## src/rtl/tjx_pkg.sv

```systemverilog
package tjx_pkg;

    // Index of each approach inside the request vector.
    localparam int IDX_NORTH = 0;
    localparam int IDX_SOUTH = 1;
    localparam int IDX_EAST  = 2;
    localparam int NUM_APPR  = 3;
    localparam int NUM_TRUNK = 2;

    typedef enum logic [1:0] {
        TRK_IDLE = 2'd0,
        TRK_WAIT = 2'd1,
        TRK_GO   = 2'd2
    } trk_state_e;

    typedef enum logic [1:0] {
        SIDE_IDLE = 2'd0,
        SIDE_HOLD = 2'd1,
        SIDE_GO   = 2'd2
    } side_state_e;

    typedef struct packed {
        trk_state_e st;
        logic       green;
    } trk_regs_t;

    typedef struct packed {
        side_state_e st;
        logic        lock;
        logic        green;
    } side_regs_t;

    typedef struct packed {
        logic trunk_lock;
    } top_regs_t;

endpackage

```

## src/rtl/tjx_req_latch.sv

```systemverilog
module tjx_req_latch #(
    parameter int WIDTH = 3
) (
    input  logic             clk_i,
    input  logic             rst_i,
    input  logic [WIDTH-1:0] car_i,
    input  logic [WIDTH-1:0] clr_i,
    output logic [WIDTH-1:0] req_o
);

    logic [WIDTH-1:0] req_d;
    logic [WIDTH-1:0] req_q;

    // A request is kept until its approach reports service; a clear wins.
    always_comb begin
        for (int i = 0; i < WIDTH; i++) begin
            req_d[i] = (req_q[i] | car_i[i]) & ~clr_i[i];
        end
    end

    always_ff @(posedge clk_i) begin
        if (rst_i) begin
            req_q <= '0;
        end else begin
            req_q <= req_d;
        end
    end

    assign req_o = req_q;

    for (genvar g = 0; g < WIDTH; g++) begin : g_chk
        AST_REQ_CAPTURE: assert property (@(posedge clk_i) disable iff (rst_i)
            (car_i[g] && !clr_i[g]) |=> req_o[g]);
        AST_REQ_RELEASE: assert property (@(posedge clk_i) disable iff (rst_i)
            (clr_i[g] && !car_i[g]) |=> !req_o[g]);
    end

endmodule

```

## src/rtl/tjx_trunk_ctrl.sv

```systemverilog
module tjx_trunk_ctrl
    import tjx_pkg::*;
(
    input  logic clk_i,
    input  logic rst_i,
    input  logic req_i,
    input  logic car_i,
    input  logic side_lock_i,
    input  logic peer_green_i,
    input  logic peer_car_i,
    output logic green_o,
    output logic lock_set_o,
    output logic lock_rel_o,
    output logic served_o
);

    trk_regs_t cur_q;
    trk_regs_t nxt_d;
    logic      peer_ending;
    logic      may_start;

    assign peer_ending = peer_green_i & ~peer_car_i;
    assign may_start   = ~side_lock_i & ~peer_ending;

    always_comb begin
        nxt_d      = cur_q;
        lock_set_o = 1'b0;
        lock_rel_o = 1'b0;
        served_o   = 1'b0;
        case (cur_q.st)
            TRK_IDLE: begin
                if (req_i) begin
                    nxt_d.st = TRK_WAIT;
                end
            end
            TRK_WAIT: begin
                // Check and claim of the trunk lock happen on one edge.
                if (may_start) begin
                    nxt_d.st    = TRK_GO;
                    nxt_d.green = 1'b1;
                    lock_set_o  = 1'b1;
                end
            end
            TRK_GO: begin
                if (!car_i) begin
                    nxt_d.st    = TRK_IDLE;
                    nxt_d.green = 1'b0;
                    served_o    = 1'b1;
                    // Free the lock unless the opposite green carries on.
                    lock_rel_o  = ~peer_green_i | ~peer_car_i;
                end
            end
            default: begin
                nxt_d.st    = TRK_IDLE;
                nxt_d.green = 1'b0;
            end
        endcase
    end

    always_ff @(posedge clk_i) begin
        if (rst_i) begin
            cur_q.st    <= TRK_IDLE;
            cur_q.green <= 1'b0;
        end else begin
            cur_q <= nxt_d;
        end
    end

    assign green_o = cur_q.green;

    AST_TRUNK_HOLD: assert property (@(posedge clk_i) disable iff (rst_i)
        (green_o && car_i) |=> green_o);
    AST_TRUNK_DROP: assert property (@(posedge clk_i) disable iff (rst_i)
        (green_o && !car_i) |=> !green_o);
    AST_TRUNK_BLOCKED_BY_SIDE: assert property (@(posedge clk_i) disable iff (rst_i)
        (!green_o && side_lock_i) |=> !green_o);
    AST_TRUNK_NO_START_ON_PEER_END: assert property (@(posedge clk_i) disable iff (rst_i)
        (!green_o && peer_green_i && !peer_car_i) |=> !green_o);

endmodule

```

## src/rtl/tjx_side_ctrl.sv

```systemverilog
module tjx_side_ctrl
    import tjx_pkg::*;
(
    input  logic clk_i,
    input  logic rst_i,
    input  logic req_i,
    input  logic car_i,
    input  logic trunk_lock_i,
    output logic green_o,
    output logic lock_o,
    output logic served_o
);

    side_regs_t cur_q;
    side_regs_t nxt_d;

    always_comb begin
        nxt_d    = cur_q;
        served_o = 1'b0;
        case (cur_q.st)
            SIDE_IDLE: begin
                // Claim the side lock first, before looking at the trunk.
                if (req_i) begin
                    nxt_d.st   = SIDE_HOLD;
                    nxt_d.lock = 1'b1;
                end
            end
            SIDE_HOLD: begin
                if (!trunk_lock_i) begin
                    nxt_d.st    = SIDE_GO;
                    nxt_d.green = 1'b1;
                end
            end
            SIDE_GO: begin
                if (!car_i) begin
                    nxt_d.st    = SIDE_IDLE;
                    nxt_d.green = 1'b0;
                    nxt_d.lock  = 1'b0;
                    served_o    = 1'b1;
                end
            end
            default: begin
                nxt_d.st    = SIDE_IDLE;
                nxt_d.green = 1'b0;
                nxt_d.lock  = 1'b0;
            end
        endcase
    end

    always_ff @(posedge clk_i) begin
        if (rst_i) begin
            cur_q.st    <= SIDE_IDLE;
            cur_q.lock  <= 1'b0;
            cur_q.green <= 1'b0;
        end else begin
            cur_q <= nxt_d;
        end
    end

    assign green_o = cur_q.green;
    assign lock_o  = cur_q.lock;

    AST_SIDE_GREEN_UNDER_LOCK: assert property (@(posedge clk_i) disable iff (rst_i)
        green_o |-> lock_o);
    AST_SIDE_START_NEEDS_FREE_TRUNK: assert property (@(posedge clk_i) disable iff (rst_i)
        (!green_o && trunk_lock_i) |=> !green_o);
    AST_SIDE_HOLD: assert property (@(posedge clk_i) disable iff (rst_i)
        (green_o && car_i) |=> green_o);

endmodule

```

## src/rtl/tjx_junction_arbiter.sv

```systemverilog
module tjx_junction_arbiter
    import tjx_pkg::*;
(
    input  logic clk_i,
    input  logic rst_i,
    input  logic north_car_i,
    input  logic south_car_i,
    input  logic east_car_i,
    output logic north_green_o,
    output logic south_green_o,
    output logic east_green_o
);

    logic [NUM_APPR-1:0]  car_vec;
    logic [NUM_APPR-1:0]  req_vec;
    logic [NUM_APPR-1:0]  served_vec;
    logic [NUM_APPR-1:0]  green_vec;
    logic [NUM_TRUNK-1:0] lock_set;
    logic [NUM_TRUNK-1:0] lock_rel;
    logic                 side_lock;
    top_regs_t            top_q;
    top_regs_t            top_d;

    assign car_vec[IDX_NORTH] = north_car_i;
    assign car_vec[IDX_SOUTH] = south_car_i;
    assign car_vec[IDX_EAST]  = east_car_i;

    tjx_req_latch #(
        .WIDTH (NUM_APPR)
    ) req_latch_i (
        .clk_i (clk_i),
        .rst_i (rst_i),
        .car_i (car_vec),
        .clr_i (served_vec),
        .req_o (req_vec)
    );

    // The two trunk controllers are mirror images; each watches the other.
    for (genvar g = 0; g < NUM_TRUNK; g++) begin : g_trunk
        localparam int PEER = NUM_TRUNK - 1 - g;
        tjx_trunk_ctrl trunk_i (
            .clk_i        (clk_i),
            .rst_i        (rst_i),
            .req_i        (req_vec[g]),
            .car_i        (car_vec[g]),
            .side_lock_i  (side_lock),
            .peer_green_i (green_vec[PEER]),
            .peer_car_i   (car_vec[PEER]),
            .green_o      (green_vec[g]),
            .lock_set_o   (lock_set[g]),
            .lock_rel_o   (lock_rel[g]),
            .served_o     (served_vec[g])
        );
    end

    tjx_side_ctrl side_i (
        .clk_i        (clk_i),
        .rst_i        (rst_i),
        .req_i        (req_vec[IDX_EAST]),
        .car_i        (car_vec[IDX_EAST]),
        .trunk_lock_i (top_q.trunk_lock),
        .green_o      (green_vec[IDX_EAST]),
        .lock_o       (side_lock),
        .served_o     (served_vec[IDX_EAST])
    );

    // Shared trunk lock: a claim wins over a release on the same edge.
    always_comb begin
        top_d = top_q;
        if (|lock_set) begin
            top_d.trunk_lock = 1'b1;
        end else if (|lock_rel) begin
            top_d.trunk_lock = 1'b0;
        end
    end

    always_ff @(posedge clk_i) begin
        if (rst_i) begin
            top_q.trunk_lock <= 1'b0;
        end else begin
            top_q <= top_d;
        end
    end

    assign north_green_o = green_vec[IDX_NORTH];
    assign south_green_o = green_vec[IDX_SOUTH];
    assign east_green_o  = green_vec[IDX_EAST];

    AST_EAST_EXCLUSIVE: assert property (@(posedge clk_i) disable iff (rst_i)
        !(east_green_o && (north_green_o || south_green_o)));
    AST_TRUNK_LOCK_TRACKS_GREENS: assert property (@(posedge clk_i) disable iff (rst_i)
        top_q.trunk_lock == (north_green_o || south_green_o));
    AST_NORTH_START_NEEDS_REQ: assert property (@(posedge clk_i) disable iff (rst_i)
        $rose(north_green_o) |-> $past(req_vec[IDX_NORTH]));
    AST_RESET_DARK: assert property (@(posedge clk_i)
        $past(rst_i) |-> !(north_green_o || south_green_o || east_green_o));

endmodule

```

## config.mk

```make
export PLATFORM = sky130hd
export DESIGN_NAME = tjx_junction_arbiter
export DESIGN_NICKNAME = d
export VERILOG_FILES = /design/src/rtl/tjx_pkg.sv /design/src/rtl/tjx_req_latch.sv /design/src/rtl/tjx_trunk_ctrl.sv /design/src/rtl/tjx_side_ctrl.sv /design/src/rtl/tjx_junction_arbiter.sv
export SDC_FILE = /design/constraint.sdc
export NUM_CORES = 1
export LEC_CHECK = 0
export BUFFER_PORTS_ARGS = -buffer_cell sky130_fd_sc_hd__buf_2
export CELL_PAD_IN_SITES_DETAIL_PLACEMENT = 1
export CELL_PAD_IN_SITES_GLOBAL_PLACEMENT = 2
export CORE_UTILIZATION = 35
export CTS_BUF_LIST = sky130_fd_sc_hd__clkbuf_8
export CTS_CLUSTER_SIZE = 12
export DETAILED_ROUTE_END_ITERATION = 10
export PLACE_DENSITY_LB_ADDON = 0.1
export SLEW_MARGIN = 25
export SYNTH_ARGS = -nofsm -noshare
export SYNTH_HDL_FRONTEND = slang
export SYNTH_SLANG_ARGS = --single-unit
```

## constraint.sdc

```tcl
create_clock -name clk_i -period 1.1 [get_ports clk_i]
set_input_delay 0.165 -clock clk_i [delete_from_list [all_inputs] [get_ports clk_i]]
set_output_delay 0.165 -clock clk_i [all_outputs]
set_load 0.01 [all_outputs]
```

# ---- Word level (Yosys, flattened, before mapping)
# Index checks and enable logic that the tools add are counted.
# Widths: inputs -> output; s select.
dict set report word_totals {
  input_bits 5
  regBits 14
}
dict set report classes {
  n_reduce_logical 13
  bitwise 26
  eq_ne 15
  n_mux 33
}
# operator count
set ops {}
lappend ops {{$reduce_and 3->1} 7}
lappend ops {{$pmux 2 s3} 3}
lappend ops {{$mux 1} 17}
lappend ops {{$mux 3} 5}
lappend ops {{$ne 2x2->1 const B} 7}
lappend ops {{$not 1->1} 14}
lappend ops {{$pmux 1 s3} 4}
lappend ops {{$and 1x1->1} 7}
lappend ops {{$eq 2x1->1 const B} 3}
lappend ops {{$eq 2x2->1 const B} 3}
lappend ops {{$logic_not 2->1} 3}
lappend ops {{$mux 2} 3}
lappend ops {{$or 1x1->1} 5}
lappend ops {{$mux 4} 1}
lappend ops {{$ne 2x1->1 const B} 2}
lappend ops {{$reduce_or 2->1} 2}
lappend ops {{$reduce_bool 2->1} 1}

# ---- Longest topological paths before layout
dict set report depth {
  ltp_word 8
  mapped_depth 4
}

# ---- Modules after synthesis
# From an unflattened synthesis, not the netlist that was laid out.
dict set report unflattened {
  hier_cells 66
  area_unflattened_um2 598.1
}
# mod area_per_inst_um2 seq_area_each_um2 instances cells_per_inst
set by_module_without_submodules {}
lappend by_module_without_submodules {tjx_trunk_ctrl 152.6 60.1 2 17}
lappend by_module_without_submodules {tjx_side_ctrl 163.9 80.1 1 19}
lappend by_module_without_submodules {tjx_req_latch 91.3 60.1 1 9}
lappend by_module_without_submodules {tjx_junction_arbiter 37.5 20.0 1 4}

# ---- Least setup slack after synthesis
# Ideal clock, no wire load.
dict set report synth_path {
  kind {reg2reg}
  from {register g_trunk[1].trunk_i.cur_q, in the netlist g_trunk[1].trunk_i.green_o}
  to {register top_q}
  period_less_slack_ns 1.000
  setup_slack_ns 0.100
  stages_incl_launch_ff 5
  required_time_ns 1.026
  setup_ns 0.074
  t_arrival_ns 0.926
  path_cell_list {dfxtp_1 -> nor2b_2 -> nor3b_4 -> nand2b_1 -> a31oi_1}
}
dict set report synth_via {
  elab_chain_cells 7
  word_cells_on_any_way 13
  cone_classes {mux (5); bitwise (5); reduce/logical (3)}
}
# element line_no
set synth_lines {}
lappend synth_lines {{start: declaration} tjx_trunk_ctrl.sv:17} ;# trk_regs_t cur_q;
lappend synth_lines {{start signal: assignment} tjx_trunk_ctrl.sv:65} ;# cur_q <= nxt_d;
lappend synth_lines {{$and 1x1->1} tjx_trunk_ctrl.sv:22} ;# assign peer_ending = peer_green_i & ~peer_car_i;
lappend synth_lines {{$not 1->1} tjx_trunk_ctrl.sv:23} ;# assign may_start = ~side_lock_i & ~peer_ending;
lappend synth_lines {{$and 1x1->1} tjx_trunk_ctrl.sv:23}
lappend synth_lines {{$mux 1} tjx_trunk_ctrl.sv:38} ;# if (may_start) begin
lappend synth_lines {{$mux 1} tjx_trunk_ctrl.sv:30} ;# case (cur_q.st)
lappend synth_lines {{$reduce_or 2->1} tjx_junction_arbiter.sv:70} ;# if (|lock_set) begin
lappend synth_lines {{$mux 1 or $reduce_bool 2->1 (tied branches)} n/a}
lappend synth_lines {{end signal: assignment} tjx_junction_arbiter.sv:81} ;# top_q <= top_d;
lappend synth_lines {{end: declaration} tjx_junction_arbiter.sv:21} ;# top_regs_t top_q;
# Parallel ways exist; a longest one is shown, timed or not.
# A chain may end at the register's enable or synchronous reset.

# ---- Final worst setup path
dict set report layout_path {
  from {register g_trunk[1].trunk_i.cur_q[1] (netlist bit)}
  to {register top_q}
}
dict set report layout_via {
  elab_chain_cells 4
  word_cells_on_any_way 8
  cone_classes {eq/ne (2); mux (3); reduce/logical (3)}
}
# element line_no
set layout_lines {}
lappend layout_lines {{$eq 2x1->1 or $eq 2x2->1 (tied branches)} tjx_trunk_ctrl.sv:30}
lappend layout_lines {{$mux 1} tjx_trunk_ctrl.sv:30}
lappend layout_lines {{$reduce_or 2->1 (on tied branches)} {tjx_junction_arbiter.sv:70, tjx_junction_arbiter.sv:72}}
lappend layout_lines {{$mux 1 or $reduce_bool 2->1 (tied branches)} n/a}
# Parallel ways exist; a longest one is shown, timed or not.

==> flow_metrics.env <==
export IMPL_status="finished, final reports clean"
export IMPL_clkSlewWorstSetupHoldPaths_ns=0.06
export IMPL_critical_path_cell_chain="nand2b_4 > a211o_1 > nand3_1 > a31oi_1"
export IMPL_post_route_util_pct=49.92
export IMPL_timing_setup_critical_path_class="reg -> reg"
export IMPL_drc=0
export IMPL_cts_inserted_buffers=3
export IMPL_edff_count_synth=0
export IMPL_largest_net_degree_at_the_start_of_global_routing=15
export IMPL_final_max_slew_viol_count=0
export IMPL_drv_max_cap_violation_count=0
export IMPL_worst_slew_margin_rel_pct=83.09
export IMPL_netlist_area_um2=569.3
export IMPL_power_report_internal_total_mw=1.004
export IMPL_area_fraction_of_the_dominant_cell_type_after_synthesis_pct=49.23
export IMPL_power_density_mw_per_mm2=1777
export IMPL_core_area_mm2=0.001506
export IMPL_count_of_state_elements_after_synthesis=14
export IMPL_layout_nets=82
export IMPL_layout_cells_most_common="sky130_fd_sc_hd__dfxtp_1"
export IMPL_post_synth_top_area_cell="sky130_fd_sc_hd__dfxtp_1"
export IMPL_grt_util_all_layers_pct=15.07
export IMPL_register_area_um2=285.3
export IMPL_reg2regPathDepth=4
export IMPL_fillerInstances=176
export IMPL_setup_viol=0
export IMPL_cts_root_buf="sky130_fd_sc_hd__clkbuf_8"
export IMPL_wl_mm=1.255
export IMPL_num_vias=463
export IMPL_area_taken_by_multi_input_logic_gates_um2=315.3
export IMPL_worstPathArrival_ns=1.15
export IMPL_avg_vias_per_cell=5.033
export IMPL_die_x_um=42.33
export IMPL_synth_cell_types=24
export IMPL_synth_async_sr_flop_share_pct=0
export IMPL_hold_violations=0
export IMPL_number_of_global_route_vias_before_repair=421
export IMPL_p_seq_share_pct=46.1
export IMPL_capture_endpoint_of_the_worst_hold_path="req_latch_i.req_o[2]$_SDFF_PP0_"
export IMPL_antennaDiodeCount=0
export IMPL_cellLeakagePower_nw=0.2913
export IMPL_hold_start="east_car_i"
export IMPL_synthToLayoutAreaGrowth_pct=32.09
export IMPL_post_drt_wl_per_cell_um=13.64
export IMPL_first_iter_violations=10
export IMPL_worst_path_max_fanout=5
export IMPL_combinationalPowerShare_pct=16.2
export IMPL_share_clk_of_total_power_pct=37.6
export IMPL_die_area_mm2=0.001792
export IMPL_critPathRequiredTime_ns=1.22
export IMPL_initial_utilization_pct=37.79
export IMPL_finClkSkew_ns=0.001458
export IMPL_syn_area_per_cell_um2=9.333
export IMPL_synthFlopType="sky130_fd_sc_hd__dfxtp_1"
export IMPL_ff2ff_setup_slack_ns=0.07
export IMPL_cts_num_sinks=14
export IMPL_power_net_switching_uw=332.3
export IMPL_dp_hpwl_um=841.4
export IMPL_crit_reg2reg_launch="g_trunk[1].trunk_i.cur_q[1]$_SDFFE_PP0P_"
export IMPL_holdCritPathClass="in -> reg"
export IMPL_syn_inst=61
export IMPL_grt_met3_usage_pct=3.879
export IMPL_final_layout_size_suffix_gt1_share_pct=34.21
export IMPL_synth_area_leaders="sky130_fd_sc_hd__dfxtp_1 (49%), sky130_fd_sc_hd__a21oi_1 (7.9%), sky130_fd_sc_hd__nand2b_1 (5.5%), sky130_fd_sc_hd__nor2_1 (4.6%), sky130_fd_sc_hd__nor3b_4 (3.3%)"
export IMPL_fin_crit_ns=1.030
export IMPL_cpPeakStageDelay_ns=0.34
export IMPL_power_share_switching_pct=24.88
export IMPL_ctsHtreeMaxLevel=1
export IMPL_finalWorstSetupSlack_ns=0.07001
export IMPL_gr_usage_met2_pct=19.69
export IMPL_wire_length_of_the_first_global_routing_pass_mm=1.918
export IMPL_postSynthNetCount=66
export IMPL_startpoint_type="flip-flop"
export IMPL_total_power_mw=1.336
export IMPL_ios=8
export IMPL_hold_path_cell_count=3
export IMPL_fin_area_um2=752.0
export IMPL_synth_seq_area_share_pct=49.23
export IMPL_grt_overflow=0
export IMPL_fmaxAchievable_ghz=0.9709
export IMPL_finalNonFillerCells=92
export IMPL_tritoncts_clock_tree="built"
export IMPL_min_period_over_period_pct=93.64
export IMPL_grt_antenna_before_repair=0
export IMPL_power_ir_vdd_worst_v=0.0009243
export IMPL_cpMaxStageDelayCell="sky130_fd_sc_hd__dfxtp_1"
export IMPL_yosys_warnings=0
export IMPL_replace_congestion=0.7069
export IMPL_busiest_layer="met1"
export IMPL_endpoint_kind="flip-flop"
export IMPL_post_place_cells=86
export IMPL_place_area_um2=643.1
export IMPL_numPortBuffers=7
export IMPL_buffers_from_clock_root_to_sink_at_most=2
export IMPL_rr_endpoint="top_q$_SDFFE_PP0P_"
export IMPL_mostFrequentLayoutCells="sky130_fd_sc_hd__dfxtp_1 (12), sky130_fd_sc_hd__a21oi_1 (9), sky130_fd_sc_hd__nor2_1 (7), sky130_fd_sc_hd__buf_2 (7), sky130_fd_sc_hd__buf_4 (5)"
export IMPL_clkLatencyLatePin_ns=0.24
export IMPL_global_route_usage_met1_pct=20.92
export IMPL_placement_rows=14
export IMPL_detail_route_antenna_nets=0
export IMPL_number_of_search_and_repair_iterations_in_the_first_detailed_routing_pass=4
export IMPL_die_h_um=42.33
export IMPL_worst_pin_slew_ns=0.2510
export IMPL_worst_slack_placed_ns=0.03524
-- worst max-delay path, delay by kind of cell (launching register included) --
kind / cells / cell delay [ns]
compound gates: 2 / 0.34
flops: 1 / 0.34
simple gates: 2 / 0.23
-- sequential cells by signal, summed over array words and instances (netlist names) --
| signal | count |
|---|---|
| g_trunk.trunk_i.cur_q | 4 |
| req_latch_i.req_o | 3 |
| g_trunk.trunk_i.green_o | 2 |
| side_i.cur_q | 2 |
| side_i.green_o | 1 |
| side_i.lock_o | 1 |
| top_q | 1 |
-- layer usage --
metal	up-vias	wire length, um
met2	4	554
met5	-	0
met3	2	26
li1	246	-
met4	0	18
met1	211	655
-- logic make-up (layout without fill, tap and decap cells) --
logic type,count (synthesis),in the layout,synth area share (%)
mux,1,1,1.758
compound gates,16,16,17.14
buf+inv,2,17,1.317
simple gates,28,28,30.55
flops,14,14,49.23
-- stage by stage --
step	hold WS, ns	setup TNS, ns
5_1_grt	0.1853	-0.01781
6_report	0.1566	0
4_1_cts	0.1568	0
3_5_place_dp	0.4136	0
2_1_floorplan	0.2344	0
3_3_place_gp	0.3941	0
-- power groups by stage --
stage	Sequential, mW	Combinational [mW]	Clock [mW]
3_5_place_dp	0.617	0.186	0
5_1_grt	0.625	0.241	0.545
3_3_place_gp	0.617	0.183	0
4_1_cts	0.605	0.187	0.518
2_1_floorplan	0.616	0.111	0
6_report	0.616	0.217	0.503
-- Yosys cell counts, types with 2 or more instances --
| cell type | number |
|---|---|
| sky130_fd_sc_hd__dfxtp_1 | 14 |
| sky130_fd_sc_hd__a21oi_1 | 9 |
| sky130_fd_sc_hd__nor4_1 | 2 |
| sky130_fd_sc_hd__nand2b_1 | 5 |
| sky130_fd_sc_hd__nor2_1 | 7 |
| sky130_fd_sc_hd__nor2b_1 | 2 |
| sky130_fd_sc_hd__nand3b_1 | 2 |
| sky130_fd_sc_hd__o21bai_1 | 2 |
| sky130_fd_sc_hd__nand2_1 | 3 |
-- worst max path at each step --
stage	slack (ns)	from	end
4_1_cts	0.02	g_trunk[1].trunk_i.green_o$_SDFFE_PP0P_	top_q$_SDFFE_PP0P_
3_3_place_gp	0.05	g_trunk[1].trunk_i.green_o$_SDFFE_PP0P_	top_q$_SDFFE_PP0P_
2_1_floorplan	0.1	g_trunk[1].trunk_i.green_o$_SDFFE_PP0P_	top_q$_SDFFE_PP0P_
5_1_grt	-0.02	g_trunk[0].trunk_i.green_o$_SDFFE_PP0P_	g_trunk[1].trunk_i.cur_q[1]$_SDFFE_PP0P_
6_report	0.07	g_trunk[1].trunk_i.cur_q[1]$_SDFFE_PP0P_	top_q$_SDFFE_PP0P_
3_5_place_dp	0.04	g_trunk[1].trunk_i.green_o$_SDFFE_PP0P_	top_q$_SDFFE_PP0P_
-- cell type report --
| type | instances | share of cell area [%] |
|---|---|---|
| clock buffer | 4 | 7.321 |
| inverter | 1 | 0.4992 |
| sequential | 14 | 37.94 |
| tap | 16 | 2.662 |
| timing repair buffer | 12 | 9.651 |
| multi-input combinational | 45 | 41.93 |
-- what timing repair did --
| item | 4_1_cts | 5_1_grt |
|---|---|---|
| hold buffers | 0 | 0 |
| setup buffers | 0 | 2 |
| gates resized for setup | 0 | 9 |
| endpoints found under the setup margin | 0 | 2 |
Power figures use the tool's default switching activity.
